## src/rtl/secded84_pkg.sv

```systemverilog
package secded84_pkg;

   localparam int SYN_W  = 3;
   localparam int CODE_W = 2 ** SYN_W;
   localparam int DATA_W = CODE_W - SYN_W - 1;
   localparam int LAST_P = CODE_W - 1;

   typedef struct packed {
      logic clean;
      logic fixed;
      logic dbl;
      logic ovp;
   } chk_status_t;

   localparam int STAT_W = $bits(chk_status_t);

   // Mask of the codeword bits covered by syndrome group g.
   function automatic logic [CODE_W-1:0] group_mask(input int g, input bit incl_par);
      logic [CODE_W-1:0] m;
      m = '0;
      for (int p = 1; p <= LAST_P; p++) begin
         if (((p >> g) & 1) == 1 && (incl_par || p != (1 << g)))
            m[CODE_W-p] = 1'b1;
      end
      return m;
   endfunction

   // Spreads the nibble over non-power-of-two positions, MSB first.
   function automatic logic [CODE_W-1:0] place_data(input logic [DATA_W-1:0] d);
      logic [CODE_W-1:0] w;
      int k;
      w = '0;
      k = 0;
      for (int p = 1; p <= LAST_P; p++) begin
         if ((p & (p - 1)) != 0) begin
            w[CODE_W-p] = d[DATA_W-1-k];
            k++;
         end
      end
      return w;
   endfunction

   // Gathers the data positions back into a nibble.
   function automatic logic [DATA_W-1:0] pick_data(input logic [CODE_W-1:0] w);
      logic [DATA_W-1:0] d;
      int k;
      d = '0;
      k = 0;
      for (int p = 1; p <= LAST_P; p++) begin
         if ((p & (p - 1)) != 0) begin
            d[DATA_W-1-k] = w[CODE_W-p];
            k++;
         end
      end
      return d;
   endfunction

   // One-hot mask of the position named by a syndrome value.
   function automatic logic [CODE_W-1:0] flip_mask(input logic [SYN_W-1:0] s);
      logic [CODE_W-1:0] m;
      m = '0;
      for (int p = 1; p <= LAST_P; p++) begin
         if (s == SYN_W'(p))
            m[CODE_W-p] = 1'b1;
      end
      return m;
   endfunction

endpackage

```

## src/rtl/secded84_enc.sv

```systemverilog
module secded84_enc
   import secded84_pkg::*;
(
   input  logic [DATA_W-1:0] data_i,
   output logic [CODE_W-1:0] code_o
);

   logic [CODE_W-1:0] placed;
   logic [SYN_W-1:0]  grp_par;
   logic [CODE_W-1:0] word;

   assign placed = place_data(data_i);

   for (genvar g = 0; g < SYN_W; g++) begin : g_grp
      localparam logic [CODE_W-1:0] MASK = group_mask(g, 1'b0);
      assign grp_par[g] = ^(placed & MASK);
   end

   always_comb begin
      word = placed;
      for (int g = 0; g < SYN_W; g++)
         word[CODE_W-(1 << g)] = grp_par[g];
      word[0] = ^word[CODE_W-1:1];
   end

   assign code_o = word;

endmodule

```

## src/rtl/secded84_chk.sv

```systemverilog
module secded84_chk
   import secded84_pkg::*;
(
   input  logic [CODE_W-1:0] word_i,
   output logic [DATA_W-1:0] data_o,
   output logic [SYN_W-1:0]  syn_o,
   output chk_status_t       stat_o
);

   logic [SYN_W-1:0]  syn;
   logic              odd;
   logic              syn_nz;
   logic [CODE_W-1:0] fix;

   for (genvar g = 0; g < SYN_W; g++) begin : g_syn
      localparam logic [CODE_W-1:0] MASK = group_mask(g, 1'b1);
      assign syn[g] = ^(word_i & MASK);
   end

   assign odd    = ^word_i;
   assign syn_nz = |syn;

   always_comb begin
      stat_o.clean = !syn_nz && !odd;
      stat_o.fixed =  syn_nz &&  odd;
      stat_o.dbl   =  syn_nz && !odd;
      stat_o.ovp   = !syn_nz &&  odd;
   end

   assign fix    = stat_o.fixed ? flip_mask(syn) : '0;
   assign data_o = pick_data(word_i ^ fix);
   assign syn_o  = syn;

endmodule

```

## src/rtl/secded84_stage.sv

```systemverilog
module secded84_stage #(
   parameter int              W       = 8,
   parameter logic [W-1:0]    RST_VAL = '0,
   parameter bit              USE_REG = 1'b1
) (
   input  logic         clk,
   input  logic         rst_n,
   input  logic [W-1:0] d_i,
   output logic [W-1:0] q_o
);

   if (USE_REG) begin : g_reg
      logic [W-1:0] q_r;
      always_ff @(posedge clk or negedge rst_n) begin
         if (!rst_n) q_r <= RST_VAL;
         else        q_r <= d_i;
      end
      assign q_o = q_r;

      assert_stage_delay_R9: assert property (@(posedge clk) disable iff (!rst_n)
         rst_n |=> (q_o == $past(d_i)));
   end else begin : g_wire
      assign q_o = d_i;
   end

endmodule

```

## src/rtl/secded84_codec.sv

```systemverilog
module secded84_codec
   import secded84_pkg::*;
#(
   parameter bit OUT_REG = 1'b1
) (
   input  logic       clk,
   input  logic       rst_n,
   input  logic [3:0] enc_data_i,
   output logic [7:0] enc_code_o,
   input  logic [7:0] chk_word_i,
   output logic [3:0] chk_data_o,
   output logic [2:0] chk_syndrome_o,
   output logic       chk_clean_o,
   output logic       chk_fixed_o,
   output logic       chk_double_o,
   output logic       chk_ovp_o
);

   localparam int BUN_W = DATA_W + SYN_W + STAT_W;
   localparam logic [BUN_W-1:0] BUN_RST = {{DATA_W{1'b0}}, {SYN_W{1'b0}}, 4'b1000};

   logic [CODE_W-1:0] enc_code_c;
   logic [DATA_W-1:0] chk_data_c;
   logic [SYN_W-1:0]  chk_syn_c;
   chk_status_t       chk_stat_c;
   logic [BUN_W-1:0]  bun_c;
   logic [BUN_W-1:0]  bun_q;
   logic [DATA_W-1:0] raw_data;

   secded84_enc u_enc (
      .data_i (enc_data_i),
      .code_o (enc_code_c)
   );

   secded84_chk u_chk (
      .word_i (chk_word_i),
      .data_o (chk_data_c),
      .syn_o  (chk_syn_c),
      .stat_o (chk_stat_c)
   );

   secded84_stage #(.W(CODE_W), .RST_VAL('0), .USE_REG(OUT_REG)) u_enc_stage (
      .clk   (clk),
      .rst_n (rst_n),
      .d_i   (enc_code_c),
      .q_o   (enc_code_o)
   );

   assign bun_c = {chk_data_c, chk_syn_c, chk_stat_c};

   secded84_stage #(.W(BUN_W), .RST_VAL(BUN_RST), .USE_REG(OUT_REG)) u_chk_stage (
      .clk   (clk),
      .rst_n (rst_n),
      .d_i   (bun_c),
      .q_o   (bun_q)
   );

   assign {chk_data_o, chk_syndrome_o, chk_clean_o, chk_fixed_o, chk_double_o, chk_ovp_o} = bun_q;

   assign raw_data = pick_data(chk_word_i);

   assert_one_flag_R8: assert property (@(posedge clk) disable iff (!rst_n)
      $countones({chk_stat_c.clean, chk_stat_c.fixed, chk_stat_c.dbl, chk_stat_c.ovp}) == 1);

   assert_clean_pass_R4: assert property (@(posedge clk) disable iff (!rst_n)
      chk_stat_c.clean |-> (chk_syn_c == '0 && chk_data_c == raw_data));

   assert_fix_one_bit_R5: assert property (@(posedge clk) disable iff (!rst_n)
      chk_stat_c.fixed |-> (chk_syn_c != '0 && $countones(chk_data_c ^ raw_data) <= 1));

   assert_double_raw_R6: assert property (@(posedge clk) disable iff (!rst_n)
      chk_stat_c.dbl |-> (chk_syn_c != '0 && chk_data_c == raw_data));

   assert_ovp_raw_R7: assert property (@(posedge clk) disable iff (!rst_n)
      chk_stat_c.ovp |-> (chk_syn_c == '0 && chk_data_c == raw_data));

endmodule

```

## config.mk

```make
export PLATFORM = sky130hd
export DESIGN_NAME = secded84_codec
export DESIGN_NICKNAME = d
export VERILOG_FILES = /design/src/rtl/secded84_pkg.sv /design/src/rtl/secded84_enc.sv /design/src/rtl/secded84_chk.sv /design/src/rtl/secded84_stage.sv /design/src/rtl/secded84_codec.sv
export SDC_FILE = /design/constraint.sdc
export NUM_CORES = 1
export LEC_CHECK = 0
export CORE_ASPECT_RATIO = 1.25
export CORE_MARGIN = 3
export CORE_UTILIZATION = 37
export DETAILED_ROUTE_END_ITERATION = 8
export PLACE_DENSITY_LB_ADDON = 0.05
export RECOVER_POWER = 50
export SLEW_MARGIN = 0
export SYNTH_ARGS = -nofsm -noshare
export SYNTH_HDL_FRONTEND = slang
export SYNTH_SLANG_ARGS = --single-unit
```

## constraint.sdc

```tcl
create_clock -name clk -period 0.8 [get_ports clk]
set_input_delay 0.08 -clock clk [delete_from_list [all_inputs] [get_ports clk]]
set_output_delay 0.08 -clock clk [all_outputs]
set_load 0.05 [all_outputs]
```

==> results.md, run 1 <==
- Status: did not finish
- Failing step: global routing
- First Err: [ERROR DPL-0033] detailed placement checks failed during check placement.
- Post-synth top area share: 0.551
- Synth Instances: 62
- Seq cells post-synth: 19
- Number of synthesis warnings: 0
- Largest net degree at the start of global routing: 13
- CTS max path bufs: 2
- Placed cell count: 139
- GP Congestion: 0.814
- Chip height: just under 60 um
- Synth top area cells: dfrtp_1, xnor2_1, xor2_2, dfstp_2, xor2_1
- CTS H-tree lvls: 1
- Post-synthesis sequential area ratio: 0.583
- Clock Sinks: 19
- Port bufs: 32
- Hpwl dp: 1.58 mm
- Row cnt: 18
- Syn Std Cell Area: 817 um^2
- Initial antenna violation count: 0
- # hold bufs at CTS: 0
- Synth Area per Inst: 13.2 um^2
- CTS Buf Count: 3
- IO Count: 33
- Starting density of the core: 0.403
- Post-synth cell types: 18
- Area leader, netlist: dfrtp_1
- GRT worst endpoint: chk_clean_o
- Clock root buffer: clkbuf_4
- Die width: 48.0 um
- Syn_nets: 76
- Worst_ep kind: primary output
[synth_stat cells (all sizes together)]
| cell | count |
|---|---|
| and3 | 1 |
| o21ai | 3 |
| xnor2 | 18 |
| nor2 | 2 |
| dfrtp | 18 |
| nand2b | 2 |
| o211ai | 1 |
| nor3 | 1 |
| nand3 | 1 |
| or3 | 2 |
| o21a | 1 |
| a211oi | 1 |
| xor2 | 5 |
| nand2 | 3 |
| nand4b | 2 |
| dfstp | 1 |
[stage by stage]
stage               instance area (um^2)  setup WS, ps  utilization
floorplan                            946          -253            -
global placement                    1670          -901        0.823
detailed placement                  1670          -958        0.823
CTS                                 1800          -288        0.889
[repair_timing]
action,4_1_cts
buffers inserted,2
pin swaps,13
gates resized for setup,51
setup endpoints to repair,32
[cells by family after synthesis]
family | share of synthesized area
xor gates and xnor gates | 0.274
DFF | 0.583
and+or+nand+nor | 0.0965
AOI/OAI and AO/OA | 0.0459
==> run 2: changes to the inputs <==
CORE_AREA = 3 3 64 66   (was not set)
CORE_ASPECT_RATIO = not set   (was 1.25)
CORE_MARGIN = not set   (was 3)
CORE_UTILIZATION = not set   (was 37)
DIE_AREA = 0 0 67 69   (was not set)
PLACE_DENSITY_LB_ADDON = 0.15   (was 0.05)
clock period = 1 ns   (was 0.8 ns; I/O delays follow)
==> run 2 against run 1 <==
Area after synthesis unchanged. Synthesized cell count stayed put. The flow now finishes, with violations (setup timing).
==> results.md, run 2 <==
- Hpwl dp: 1.51 mm (-4.8%)
- GR peak layer: met2
- Final Cycle Share: 1.02
- Most frequent cells in the layout: buf_4, buf_12, dfrtp_1
- Fraction of layout cells with a size suffix above 1: 0.549
- VDD IR max: around 0.54 mV
- Mux contribution to synthesized area: 0 (unchanged)
- 1st-iter DRT viols: 24
- Fmax: 979 MHz
- Failing checks: setup timing
- Fin. Hold Viols: 0
- Top-count cell post-synth: dfrtp_1
- Vias in the first global route: a little over 700
- Synth Area in Compound Gates: 0.0459 (unchanged)
- CTS Buf Count: 3 (unchanged)
- Routing usage on met1: 0.0995
- Status: finished, violations left
- Setup CP Type: register to output port
- Synth top cells by count: dfrtp_1, xnor2_1, nand2_1, o21ai_0, xor2_1
- Via density per instance: approximately 3.9
- Synth top area cells: dfrtp_1, xnor2_1, xor2_2, dfstp_2, xor2_1
- Worst slew pin tran: roughly 450 ps
- Full die area: 4620 um^2
- Initial antenna violation count: 0
- Post-synth top area share: 0.551 (unchanged)
- Worst-path clk slew: 60 ps
- Syn Std Cell Area: 817 um^2 (unchanged)
- Area growth, synth to finish: 109%
- Cell at the slowest stage of the critical path: dfstp_2
- Clock root buffer: clkbuf_8
- Leak: between 0.7 and 0.8 nW
- First-pass iteration count of the detailed router: 3
- CTS H-tree lvls: 1 (unchanged)
- Die width: 67 um (+39%)
- Largest family of logic cells by synthesized area: XOR/XNOR gates
- Fin crit period: 1020 ps
- Crit Path Max Fanout: 1
- IO Count: 33 (unchanged)
- CTS tree: done
- Max incr delay on CP: 540 ps
- RSZ-0062 raised after global routing: yes
- Setup TNS: -21.1 ps
- Syn_nets: 76 (unchanged)
- # hold bufs at CTS: 0 (unchanged)
- Crit end category: output port
- Rel. slew slack: 0.700
- Vias: 658
- Number of synthesized flops with an enable pin: 0 (unchanged)
- Final wirelength: about 1.8 mm
- Crit path buf inv count: 1
- GR Util met3: 0.0179
- All-Layer GR Usage: 0.0891
- CP arrival: 920 ps
- Chip height: 69 um (+18%)
- Final setup viols: 1
- Routing usage on met2: 0.154
- Commonest non-fill, non-tap cell in the layout: buf_4
- XOR/XNOR share of the synthesized area: 0.274 (unchanged)
- Async S/R FF share, synth: 1.00 (unchanged)
- Clock Sinks: 19 (unchanged)
- CTS max path bufs: 2 (unchanged)
- Power per cell area: 1710 nW/um^2
- Post-synthesis sequential area ratio: 0.583 (unchanged)
- Final setup margin: -21.1 ps
- First-pass GRT wire length: 3.16 mm
- Post-route DRC: 0
- Grt ovf: 0
- Cell family with most CP delay: flip-flops
- Simple-gate portion of the synthesized area: 0.0965 (unchanged)
- Post-synth cell types: 18 (unchanged)
- Crit path required time: 900 ps
- Synth Area per Inst: 13.2 um^2 (unchanged)
- Final hold slack: 149 ps
- Number of synthesis warnings: 0 (unchanged)
- Starting density of the core: 0.225 (-0.178)
- Row cnt: 22 (+4)
- Max_cap viols: 0
- Synth Instances: 62 (unchanged)
- Worst Setup Start Kind: register
- GP Congestion: 0.717 (-12%)
- Area leader, netlist: dfrtp_1
- Top FF cell, synth: dfrtp_1
- Port bufs: 32 (unchanged)
- Synth Area in Adders: 0 (unchanged)
- Core ar.: 3630 um^2
- Largest net degree at the start of global routing: 20
- Nets: 137
- Max Slew Vio Count: 0
- WL/cell: 10.4 um
- Max reg flops: 11
- Ant. Diodes: 0
- Worst min path class: input port to register
- Worst-path cell chain: buf_12
- Final ANT Viol Nets: 0
- Seq cells post-synth: 19 (unchanged)
-- run 2: final cells by class --
class	count	area [um^2]
fillers	343	1920
repair buffers	56	683
multi-input cells	43	444
clock buffers	4	45.0
well taps	48	60.1
flip-flops and latches	19	477
-- run 2: kinds of logic (layout without fill, tap and decap cells) --
| logic type | Yosys count | after routing |
|---|---|---|
| buffers and inverters | 0 | 60 |
| AOI/OAI and AO/OA | 6 | 6 |
| DFF | 19 | 19 |
| and+or+nand+nor | 14 | 14 |
| xor gates and xnor gates | 23 | 23 |
-- run 2: metal layers --
metal	vias to the layer above	wire length [um]	share of wire
met2	26	946	0.54
li1	326	-	-
met3	2	176	0.10
met1	304	621	0.35
met5	-	0	0
met4	0	19	0.011
-- run 2: power breakdown --
part	internal, mW	total [mW]	switching, mW
logic	0.749	1.45	0.700
registers	0.885	0.978	0.0930
clock network	0.282	0.504	0.222
total	1.92	2.93	1.01
-- run 2: worst paths after layout --
path                       depth (start not counted)                           end                          from
worst max-delay path                               1                   chk_clean_o  u_chk_stage.q_o[3]$_DFF_PN1_
worst min-delay path                               3  u_chk_stage.q_o[8]$_DFF_PN0_                 chk_word_i[2]
max in group asynchronous                          2  u_chk_stage.q_o[3]$_DFF_PN1_                         rst_n
min in group asynchronous                          2  u_enc_stage.q_o[6]$_DFF_PN0_                         rst_n
-- run 2: per-stage QoR --
step	area (um^2)	total power, mW	setup slack (ps)	instances	utilization
2_1_floorplan	886	1.59	-73.5	62	-
3_3_place_gp	1640	2.41	-721	165	0.452
3_5_place_dp	1640	2.43	-762	165	0.452
4_1_cts	1690	2.98	-35.4	170	0.466
5_1_grt	1710	3.08	-46.6	170	0.470
6_report	1710	2.93	-21.1	170	0.470
-- run 2: timing repair --
| item | in CTS | in global routing |
|---|---|---|
| endpoints found under the hold margin | 0 | 0 |
| gates resized for setup | 39 | 24 |
| endpoints found under the setup margin | 12 | 8 |
| pin swaps | 6 | 11 |
| buffers inserted | 1 | 0 |
| cloned | 0 | 0 |
(Power assumes the default switching activity.)
